$ cat src/rtl/sram_spi_pkg.sv
`timescale 1ns/1ps
package sram_spi_pkg;

    localparam logic [7:0] OP_READ   = 8'h03;
    localparam logic [7:0] OP_WRITE  = 8'h02;
    localparam logic [7:0] OP_RDMODE = 8'h05;
    localparam logic [7:0] OP_WRMODE = 8'h01;

    localparam int ADDR_BITS = 24;
    localparam int CNT_W     = $clog2(ADDR_BITS);

    typedef enum logic [1:0] {
        MODE_BYTE = 2'b00,
        MODE_SEQ  = 2'b01,
        MODE_PAGE = 2'b10,
        MODE_RSVD = 2'b11
    } acc_mode_e;

    typedef enum logic [2:0] {
        ST_IDLE,
        ST_CMD,
        ST_ADDR,
        ST_WDATA,
        ST_RDATA,
        ST_MRD,
        ST_MWR,
        ST_SKIP
    } sstate_e;

endpackage

$ cat src/rtl/spi_pin_sync.sv
`timescale 1ns/1ps
module spi_pin_sync #(
    parameter int STAGES = 2
) (
    input  logic clk,
    input  logic rst_n,
    input  logic cs_n,
    input  logic sclk,
    input  logic mosi,
    output logic cs_n_s,
    output logic mosi_s,
    output logic sck_rise,
    output logic sck_fall
);
    logic [STAGES-1:0] cs_pipe, ck_pipe, d_pipe;
    logic              ck_last;

    always_ff @(posedge clk or negedge rst_n) begin
        if (!rst_n) begin
            cs_pipe <= '1;
            ck_pipe <= '0;
            d_pipe  <= '0;
            ck_last <= 1'b0;
        end else begin
            cs_pipe <= {cs_pipe[STAGES-2:0], cs_n};
            ck_pipe <= {ck_pipe[STAGES-2:0], sclk};
            d_pipe  <= {d_pipe[STAGES-2:0], mosi};
            ck_last <= ck_pipe[STAGES-1];
        end
    end

    assign cs_n_s   = cs_pipe[STAGES-1];
    assign mosi_s   = d_pipe[STAGES-1];
    assign sck_rise = ck_pipe[STAGES-1] & ~ck_last;
    assign sck_fall = ~ck_pipe[STAGES-1] & ck_last;
endmodule

$ cat src/rtl/sram_ptr_step.sv
`timescale 1ns/1ps
module sram_ptr_step
    import sram_spi_pkg::*;
#(
    parameter int AW     = 17,
    parameter int PAGE_W = 5
) (
    input  logic [AW-1:0] ptr,
    input  acc_mode_e     mode,
    output logic [AW-1:0] nxt
);
    always_comb begin
        unique case (mode)
            MODE_PAGE: nxt = {ptr[AW-1:PAGE_W], PAGE_W'(ptr[PAGE_W-1:0] + PAGE_W'(1))};
            default:   nxt = ptr + AW'(1);
        endcase
    end
endmodule

$ cat src/rtl/sram_spi_slave.sv
`timescale 1ns/1ps
module sram_spi_slave
    import sram_spi_pkg::*;
#(
    parameter int AW          = 17,
    parameter int PAGE_W      = 5,
    parameter int SYNC_STAGES = 2
) (
    input  logic          clk,
    input  logic          rst_n,
    input  logic          spi_cs_n,
    input  logic          spi_sclk,
    input  logic          spi_mosi,
    output logic          spi_miso,
    output logic          spi_miso_oe,
    output logic [AW-1:0] mem_addr,
    output logic [7:0]    mem_wdata,
    output logic          mem_we,
    output logic          mem_re,
    input  logic [7:0]    mem_rdata
);
    logic             cs_n_s, mosi_s, sck_rise, sck_fall;
    sstate_e          state_q, state_d;
    logic [CNT_W-1:0] cnt_q;
    logic [6:0]       sh_q;
    logic [7:0]       out_sh_q;
    logic [AW-1:0]    ptr_q, ptr_nxt;
    acc_mode_e        mode_q;
    logic             is_rd_q, rd_wait_q;

    logic [7:0]    byte_in;
    logic [AW-1:0] ptr_load;
    logic          last_bit, rd_phase, shifting;

    spi_pin_sync #(.STAGES(SYNC_STAGES)) u_sync (
        .clk(clk), .rst_n(rst_n), .cs_n(spi_cs_n), .sclk(spi_sclk), .mosi(spi_mosi),
        .cs_n_s(cs_n_s), .mosi_s(mosi_s), .sck_rise(sck_rise), .sck_fall(sck_fall)
    );

    sram_ptr_step #(.AW(AW), .PAGE_W(PAGE_W)) u_step (
        .ptr(ptr_q), .mode(mode_q), .nxt(ptr_nxt)
    );

    assign byte_in  = {sh_q, mosi_s};
    assign ptr_load = {ptr_q[AW-2:0], mosi_s};
    assign last_bit = (state_q == ST_ADDR) ? (cnt_q == CNT_W'(ADDR_BITS - 1))
                                           : (cnt_q == CNT_W'(7));
    assign rd_phase = (state_q == ST_RDATA) || (state_q == ST_MRD);
    assign shifting = (state_q != ST_IDLE) && (state_q != ST_SKIP);

    // next-state logic
    always_comb begin
        state_d = state_q;
        if (cs_n_s) begin
            state_d = ST_IDLE;
        end else begin
            unique case (state_q)
                ST_IDLE: state_d = ST_CMD;
                ST_CMD: if (sck_rise && last_bit) begin
                    case (byte_in)
                        OP_READ, OP_WRITE: state_d = ST_ADDR;
                        OP_RDMODE:         state_d = ST_MRD;
                        OP_WRMODE:         state_d = ST_MWR;
                        default:           state_d = ST_SKIP;
                    endcase
                end
                ST_ADDR: if (sck_rise && last_bit)
                    state_d = is_rd_q ? ST_RDATA : ST_WDATA;
                ST_RDATA, ST_WDATA: if (sck_rise && last_bit && mode_q == MODE_BYTE)
                    state_d = ST_SKIP;
                ST_MRD, ST_MWR: if (sck_rise && last_bit)
                    state_d = ST_SKIP;
                ST_SKIP: state_d = ST_SKIP;
                default: state_d = ST_IDLE;
            endcase
        end
    end

    // state register
    always_ff @(posedge clk or negedge rst_n) begin
        if (!rst_n) state_q <= ST_IDLE;
        else        state_q <= state_d;
    end

    // datapath and outputs
    always_ff @(posedge clk or negedge rst_n) begin
        if (!rst_n) begin
            cnt_q       <= '0;
            sh_q        <= '0;
            out_sh_q    <= '0;
            ptr_q       <= '0;
            mode_q      <= MODE_SEQ;
            is_rd_q     <= 1'b0;
            rd_wait_q   <= 1'b0;
            spi_miso    <= 1'b0;
            spi_miso_oe <= 1'b0;
            mem_addr    <= '0;
            mem_wdata   <= '0;
            mem_we      <= 1'b0;
            mem_re      <= 1'b0;
        end else begin
            mem_we    <= 1'b0;
            mem_re    <= 1'b0;
            rd_wait_q <= mem_re;
            if (cs_n_s || !shifting) begin
                cnt_q <= '0;
            end else if (sck_rise) begin
                sh_q  <= byte_in[6:0];
                cnt_q <= last_bit ? '0 : cnt_q + CNT_W'(1);
            end
            if (!cs_n_s && sck_rise) begin
                unique case (state_q)
                    ST_CMD: if (last_bit) begin
                        is_rd_q <= (byte_in == OP_READ);
                        if (byte_in == OP_RDMODE) out_sh_q <= {mode_q, 6'b0};
                    end
                    ST_ADDR: begin
                        ptr_q <= ptr_load;
                        if (last_bit && is_rd_q) begin
                            mem_re   <= 1'b1;
                            mem_addr <= ptr_load;
                        end
                    end
                    ST_WDATA: if (last_bit) begin
                        mem_we    <= 1'b1;
                        mem_addr  <= ptr_q;
                        mem_wdata <= byte_in;
                        ptr_q     <= ptr_nxt;
                    end
                    ST_RDATA: if (last_bit && mode_q != MODE_BYTE) begin
                        ptr_q    <= ptr_nxt;
                        mem_re   <= 1'b1;
                        mem_addr <= ptr_nxt;
                    end
                    ST_MWR: if (last_bit)
                        mode_q <= (byte_in[7:6] == 2'b11) ? MODE_BYTE : acc_mode_e'(byte_in[7:6]);
                    default: ;
                endcase
            end
            if (cs_n_s || !rd_phase) begin
                spi_miso_oe <= 1'b0;
            end else if (sck_fall) begin
                spi_miso    <= out_sh_q[7];
                out_sh_q    <= {out_sh_q[6:0], 1'b0};
                spi_miso_oe <= 1'b1;
            end
            if (rd_wait_q) out_sh_q <= mem_rdata;
        end
    end

    // deselection forces the output to high-impedance on the next cycle
    a_r9_hiz_when_deselected: assert property (@(posedge clk) disable iff (!rst_n)
        cs_n_s |=> !spi_miso_oe);

    // no output drive outside the data-out phases
    a_r3_hiz_outside_readout: assert property (@(posedge clk) disable iff (!rst_n)
        !rd_phase |=> !spi_miso_oe);

    // read and write strobes are exclusive
    a_r11_strobes_exclusive: assert property (@(posedge clk) disable iff (!rst_n)
        !(mem_we && mem_re));

    // a write strobe only follows a cycle spent collecting write data
    a_r8_write_from_data_phase: assert property (@(posedge clk) disable iff (!rst_n)
        mem_we |-> $past(state_q) == ST_WDATA);

    // a skipped transaction never touches the array
    a_r10_skip_no_write: assert property (@(posedge clk) disable iff (!rst_n)
        (state_q == ST_SKIP && $past(state_q) == ST_SKIP) |-> !mem_we);
endmodule

$ cat config.mk
export PLATFORM = sky130hd
export DESIGN_NAME = sram_spi_slave
export DESIGN_NICKNAME = d
export VERILOG_FILES = /design/src/rtl/sram_spi_pkg.sv /design/src/rtl/spi_pin_sync.sv /design/src/rtl/sram_ptr_step.sv /design/src/rtl/sram_spi_slave.sv
export SDC_FILE = /design/constraint.sdc
export NUM_CORES = 1
export LEC_CHECK = 0
export BUFFER_PORTS_ARGS = -buffer_cell sky130_fd_sc_hd__buf_2
export CAP_MARGIN = 40
export CELL_PAD_IN_SITES_DETAIL_PLACEMENT = 1
export CELL_PAD_IN_SITES_GLOBAL_PLACEMENT = 1
export CORE_ASPECT_RATIO = 0.8
export CORE_MARGIN = 2
export CORE_UTILIZATION = 41
export CTS_CLUSTER_SIZE = 12
export DETAILED_ROUTE_END_ITERATION = 6
export GPL_TIMING_DRIVEN = 0
export PLACE_DENSITY = 0.72
export SYNTH_ARGS = -nofsm -noshare
export SYNTH_HDL_FRONTEND = slang
export SYNTH_SLANG_ARGS = --single-unit
$ cat constraint.sdc
create_clock -name clk -period 1.95 [get_ports clk]
set_input_delay 0.195 -clock clk [delete_from_list [all_inputs] [get_ports clk]]
set_output_delay 0.195 -clock clk [all_outputs]
set_load 0.005 [all_outputs]
# Word level (Yosys, flattened, before mapping)
# Cells that the tools add are included.
# classes
n_addsub	3
muxes	36
eq_ne	23
reduce_logical	30
bitwise	6
# op_table
operator	n
17-bit case mux with 3 select lines	2
17-bit 2-to-1 mux	5
8-bit 2-to-1 mux	7
3-bit 2-to-1 mux	6
3-bit case mux with 6 select lines	1
17-bit by 1-bit adder with 17-bit output, second input constant	1
8-bit by 2-bit equality test with 1-bit output, second input constant	2
5-bit 2-to-1 mux	3
3-bit equality test, second input constant	4
5-bit by 1-bit adder with 5-bit output, second input constant	2
1-bit 2-to-1 mux	9
3-bit by 2-bit inequality test with 1-bit output, second input constant	3
3-bit case mux with 3 select lines	1
3-bit AND reduction	3
8-bit by 1-bit equality test with 1-bit output, second input constant	1
8-bit by 3-bit equality test with 1-bit output, second input constant	1
4-bit AND reduction	2
3-bit by 2-bit equality test with 1-bit output, second input constant	2
1-bit logical AND	6
2-bit nonzero test	3
3-bit nonzero test	2
2-bit OR reduction	3
5-bit by 3-bit equality test with 1-bit output, second input constant	1
5-bit equality test, second input constant	1
other kinds (16)	27
# word_totals
out_inout_bits	29
ff_bits	80
word_cells	116
input_bits	13

# Logic depth before layout (Yosys ltp)
# depth
depth_word	8
depth_mapped	9
mapped_depth_nobuf	7

# Modules after synthesis
# Synthesis repeated with hierarchy kept, for this count alone.
# hier_totals
hier_cells	375
hier_area_um2	4139.0
# modules_own_cells
module	area_each_um2	cells_per_inst	instances
sram_spi_slave	3631.0	327	1
sram_ptr_step	315.3	39	1
spi_pin_sync	192.7	9	1

# Worst setup path after synthesis
# OpenSTA, ideal clock, no wires.
# synth_path
path_type	reg-to-reg
from	register cnt_q[0]
to	register mode_q[1]
synth_period_minus_slack_ps	1973
path_stages_with_launch	8
setup_ps	122
t_arrival_ps	1850
slack_ps	-23
required_time_ps	1828
cell_sequence	dfrtp_1 > ha_1 > nand2_1 > or2_2 > or3_1 > or4_1 > nand2_1 > o21ai_1
# synth_via
elab_chain_len	3
elab_cells_between_ends	4
# synth_lines
item	line	source
start: declaration	sram_spi_slave.sv:24	logic [CNT_W-1:0] cnt_q;
start signal: assignment	sram_spi_slave.sv:109	cnt_q <= last_bit ? '0 : cnt_q + CNT_W'(1);
5-bit by 3-bit equality test with 1-bit output or 5-bit equality test (tied branches)	sram_spi_slave.sv:47, sram_spi_slave.sv:46	
1-bit 2-to-1 mux *	sram_spi_slave.sv:46	assign last_bit = (state_q == ST_ADDR) ? (cnt_q == CNT_W'(ADDR_BITS - 1))
3-bit AND reduction (no source line) *	--	
end signal: assignment	sram_spi_slave.sv:136	mode_q <= (byte_in[7:6] == 2'b11) ? MODE_BYTE : acc_mode_e'(byte_in[7:6]);
end: declaration	sram_spi_slave.sv:28	acc_mode_e mode_q;
# Every way passes the cells marked *; elsewhere a longest branch is shown, timed or not.
# A chain may end at the register's enable or synchronous reset.

# Final worst setup path
# layout_path
from	register mode_q[0]
to	register ptr_q[12]
# layout_via
elab_chain_len	4
elab_cells_between_ends	9
# layout_lines
item	line	source
2-bit equality test or 2-bit nonzero test (tied branches)	sram_ptr_step.sv:13, sram_spi_slave.sv:130	
17-bit 2-to-1 mux or 1-bit logical AND (tied branches)	sram_ptr_step.sv:13, sram_spi_slave.sv:130	
17-bit 2-to-1 mux, or another cell as far along	sram_spi_slave.sv:130	ST_RDATA: if (last_bit && mode_q != MODE_BYTE) begin
17-bit case mux with 3 select lines or 4-bit AND reduction (tied branches)	--	
end signal: assignment	sram_spi_slave.sv:118	ptr_q <= ptr_load;
end signal: assignment	sram_spi_slave.sv:128	ptr_q <= ptr_nxt;
end signal: assignment	sram_spi_slave.sv:131	ptr_q <= ptr_nxt;
end: declaration	sram_spi_slave.sv:27	logic [AW-1:0] ptr_q, ptr_nxt;
# Parallel ways exist; a longest one is shown, timed or not. The select of a mux whose other input is x is not followed.

==> flow_summary.toml <==
[place]
place_area_um2 = 4790
post-place-ws_ns = -0.369
gp_congestion = 0.853
io_buffers = 41
dp_hpwl_um = 8550
dp.cells = 646

[synthesis]
avgSynthCellArea_um2 = 9.37
ys_ff_latch = 80
synth-edff-count = 0
async_reset_ff_share_pct = 100
ys_warn_count = 0
synth_nets = 479
synth-seq-area-share_pct = 46.1
synthesis.area_um2 = 4350
ys_types = 66
synth-main-ff-cell = "dfrtp_1"
syn_inst = 464

[routing]
drtIter0Drc = 466
avgRoutedWirePerCell_um = 24.3
wl_um = 17600
final_antenna_net_count = 0
route.vias.total = 4487
remaining_drc_errors = 0
dr.pass1.iters = 5
avgViaCountPerCell = 6.17

[clock_network]
clk_pin_slew_worst_paths_ns = 0.06
numClockSinks = 80
cts-buffers-inserted = 9
htreeDepth = 3
cts_root_buffer = "clkbuf_16"
cts_tree = "done"
clk_latency_ns = 0.35
clock_path_buffers = 2

[run_status]
status = "finished with violations"
violations = "negative setup slack"

[floorplanning]
start_util_pct = 42.3
ios = 42
rows = 33
die_area_um2 = 11400
core_area_um2 = 10300
die_height_um = 96.1
fp.dieW_um = 119

[sta]
rsz0062_at_grt = "yes"
hold_viol = 0
layout_min_cycle_time_ns = 2.15
setup_viol = 34
worst_clock_skew_ns = 0.00792
drv_slew = 0
fin_crit_sh_pct = 110
max_freq_mhz = 465
fin_ws_ns = -0.199
worstMarginPinSlew_ns = 0.562
max_slew_margin_pct = 62.6

[worst_setup_path]
start_kind = "register"
crit_type = "register to register"
cp-end-kind = "register"
cp.arrival_ns = 2.36
critPathRequiredTime_ns = 2.16
path_max_fanout = 6

[run]
maxCapViolCount = 0

[grt]
grt_pass1_wl_um = 23700
first_global_vias = 4439
grt_max_degree = 47
gr-total-overflow = 0
track_usage_pct = 27.2
antenna_found_initial = 0

[power_and_ir_drop]
power_per_cell_area_nw_per_um2 = 1210
power_w = 0.00754
leakage_nw = 2.73
max-vdd-ir-drop_uv = 598

[layout]
drive_gt1_share_pct = 43.4
num_antenna_cells = 0
instances_no_fill = 727
area_delta_synth_final_pct = 43.6
nets = 597
multi_input_area_um2 = 2630
seq_area_um2 = 2020
fin_util_pct = 60.7
design_area_um2 = 6240
fill_cells = 1117

[hold_path]
hold_class = "input port to register"
synth_stat cells, types with 5 or more instances:
cell / instances / area share [%]
a2bb2oi_1: 9 / 1.8
nand4_1: 7 / 1.0
mux2_2: 16 / 4.1
nor2_1: 26 / 2.2
nor3_1: 13 / 1.5
buf_2: 9 / 1.0
nand2b_1: 6 / 0.86
o21ai_1: 7 / 0.81
nor2b_1: 5 / 0.72
a21oi_1: 33 / 3.8
a21o_1: 6 / 1.0
dfrtp_1: 77 / 44
inv_1: 6 / 0.52
nand2_1: 68 / 5.9
a221oi_1: 9 / 1.8
nand3_1: 11 / 1.3
nor3b_1: 5 / 0.86
mux2i_1: 6 / 1.4
clkbuf_1: 18 / 1.6
o21ai_0: 35 / 4.0
cell usage in the layout, fill, tap and decap left out, drive strengths merged, types with 4 or more instances in the layout:
master	Yosys	routed
nor4	5	5
a21oi	34	34
clkbuf	19	22
nor3	17	17
nor3b	8	8
or3	4	4
a21o	6	6
inv	6	7
nand3b	4	4
mux2i	6	6
xor2	4	4
nand4	7	7
dfrtp	77	77
nand3	12	12
a2bb2oi	9	9
nand2b	6	6
nor2b	5	5
nand2	68	68
mux2	19	19
dlygate4sd3	0	4
a221oi	9	9
o21ai	43	43
nor2	27	28
buf	13	122
and2	4	4
final cells by class:
class	count	area share [%]
inverter	6	0.361
timing repair buffer	110	13.3
tap	140	2.81
sequential	80	32.3
multi-input combinational	347	42.1
buffer	28	3.45
clock inverter	6	1.84
clock buffer	10	3.83
routing by layer:
| layer | vias to the layer above | track usage, % | wire (um) |
|---|---|---|---|
| li1 | 1929 | - | - |
| met1 | 2273 | 35.5 | 7130 |
| met2 | 206 | 45.9 | 8540 |
| met3 | 79 | 5.04 | 1170 |
| met4 | 0 | 9.92 | 791 |
| met5 | - | 0 | 0 |
flip-flops by register name (all words and copies together) (netlist names):
register	count
sh_q	7
state_q	3
mode_q	2
out_sh_q	8
ptr_q	17
cnt_q	5
is_rd_q	1
mem_wdata	8
mem_we	1
rd_wait_q	1
mem_re	1
spi_miso_oe	1
spi_miso	1
u_sync.ck_last	1
u_sync.d_pipe	2
u_sync.ck_pipe	2
mem_addr	17
u_sync.cs_pipe	2
per-stage QoR:
step | setup TNS (ns) | hold WS, ns
6_report | -3.23 | 0.0527
5_1_grt | -4.86 | 0.0633
4_1_cts | -0.185 | 0.0531
3_5_place_dp | -15.96 | 0.194
3_3_place_gp | -13.81 | 0.300
2_1_floorplan | 0 | -0.101
path summary, 6_finish.rpt:
check	startpoint	to	slack, ns	cells after the start
setup / recovery	mode_q[0]	ptr_q[12]	-0.20	6
hold / removal	mem_rdata[1]	out_sh_q[1]	0.05	3
setup reg to reg	mode_q[0]	ptr_q[12]	-0.20	6
hold reg to reg	u_sync.d_pipe[0]	u_sync.d_pipe[1]	0.35	0
max in group asynchronous	rst_n	mode_q[0]	0.94	3
min in group asynchronous	rst_n	mem_wdata[2]	0.36	2
logic make-up (layout without fill, tap and decap cells):
kind of cell             after synthesis  after routing  share of synthesized area [%]
multiplexers                          25             25                           6.30
AND/OR/NAND/NOR                      182            183                           22.3
buffers and inverters                 38            160                           3.91
XOR/XNOR                               6              6                           1.38
adder cells (fa/ha/maj)                2              2                          0.576
flip-flops                            80             80                           46.1
AO/OA/AOI/OAI                        131            131                           19.4
power breakdown:
part | internal [W] | switching, W | total [W] | leakage (nW)
Clock | 0.00129 | 0.000744 | 0.00204 | 0.169
Combinational | 0.00134 | 0.00180 | 0.00314 | 1.53
Sequential | 0.00203 | 0.000330 | 0.00236 | 1.03
Total | 0.00467 | 0.00287 | 0.00754 | 2.73
worst max-delay path, cell delays in order (launching register included):
cell     delay, ns
dfstp_2       0.59
nor2b_4       0.09
or3_4         0.44
nor3_4        0.25
buf_4         0.18
nor3b_1       0.33
a21oi_1       0.12
repair_timing:
action,CTS,global route
setup buffers,42,21
endpoints found under the hold margin,35,0
setup endpoints to repair,67,63
pin swaps,21,31
cloned,2,0
hold buffers,4,0
gates resized for setup,80,66
Power figures use the tool's default switching activity.
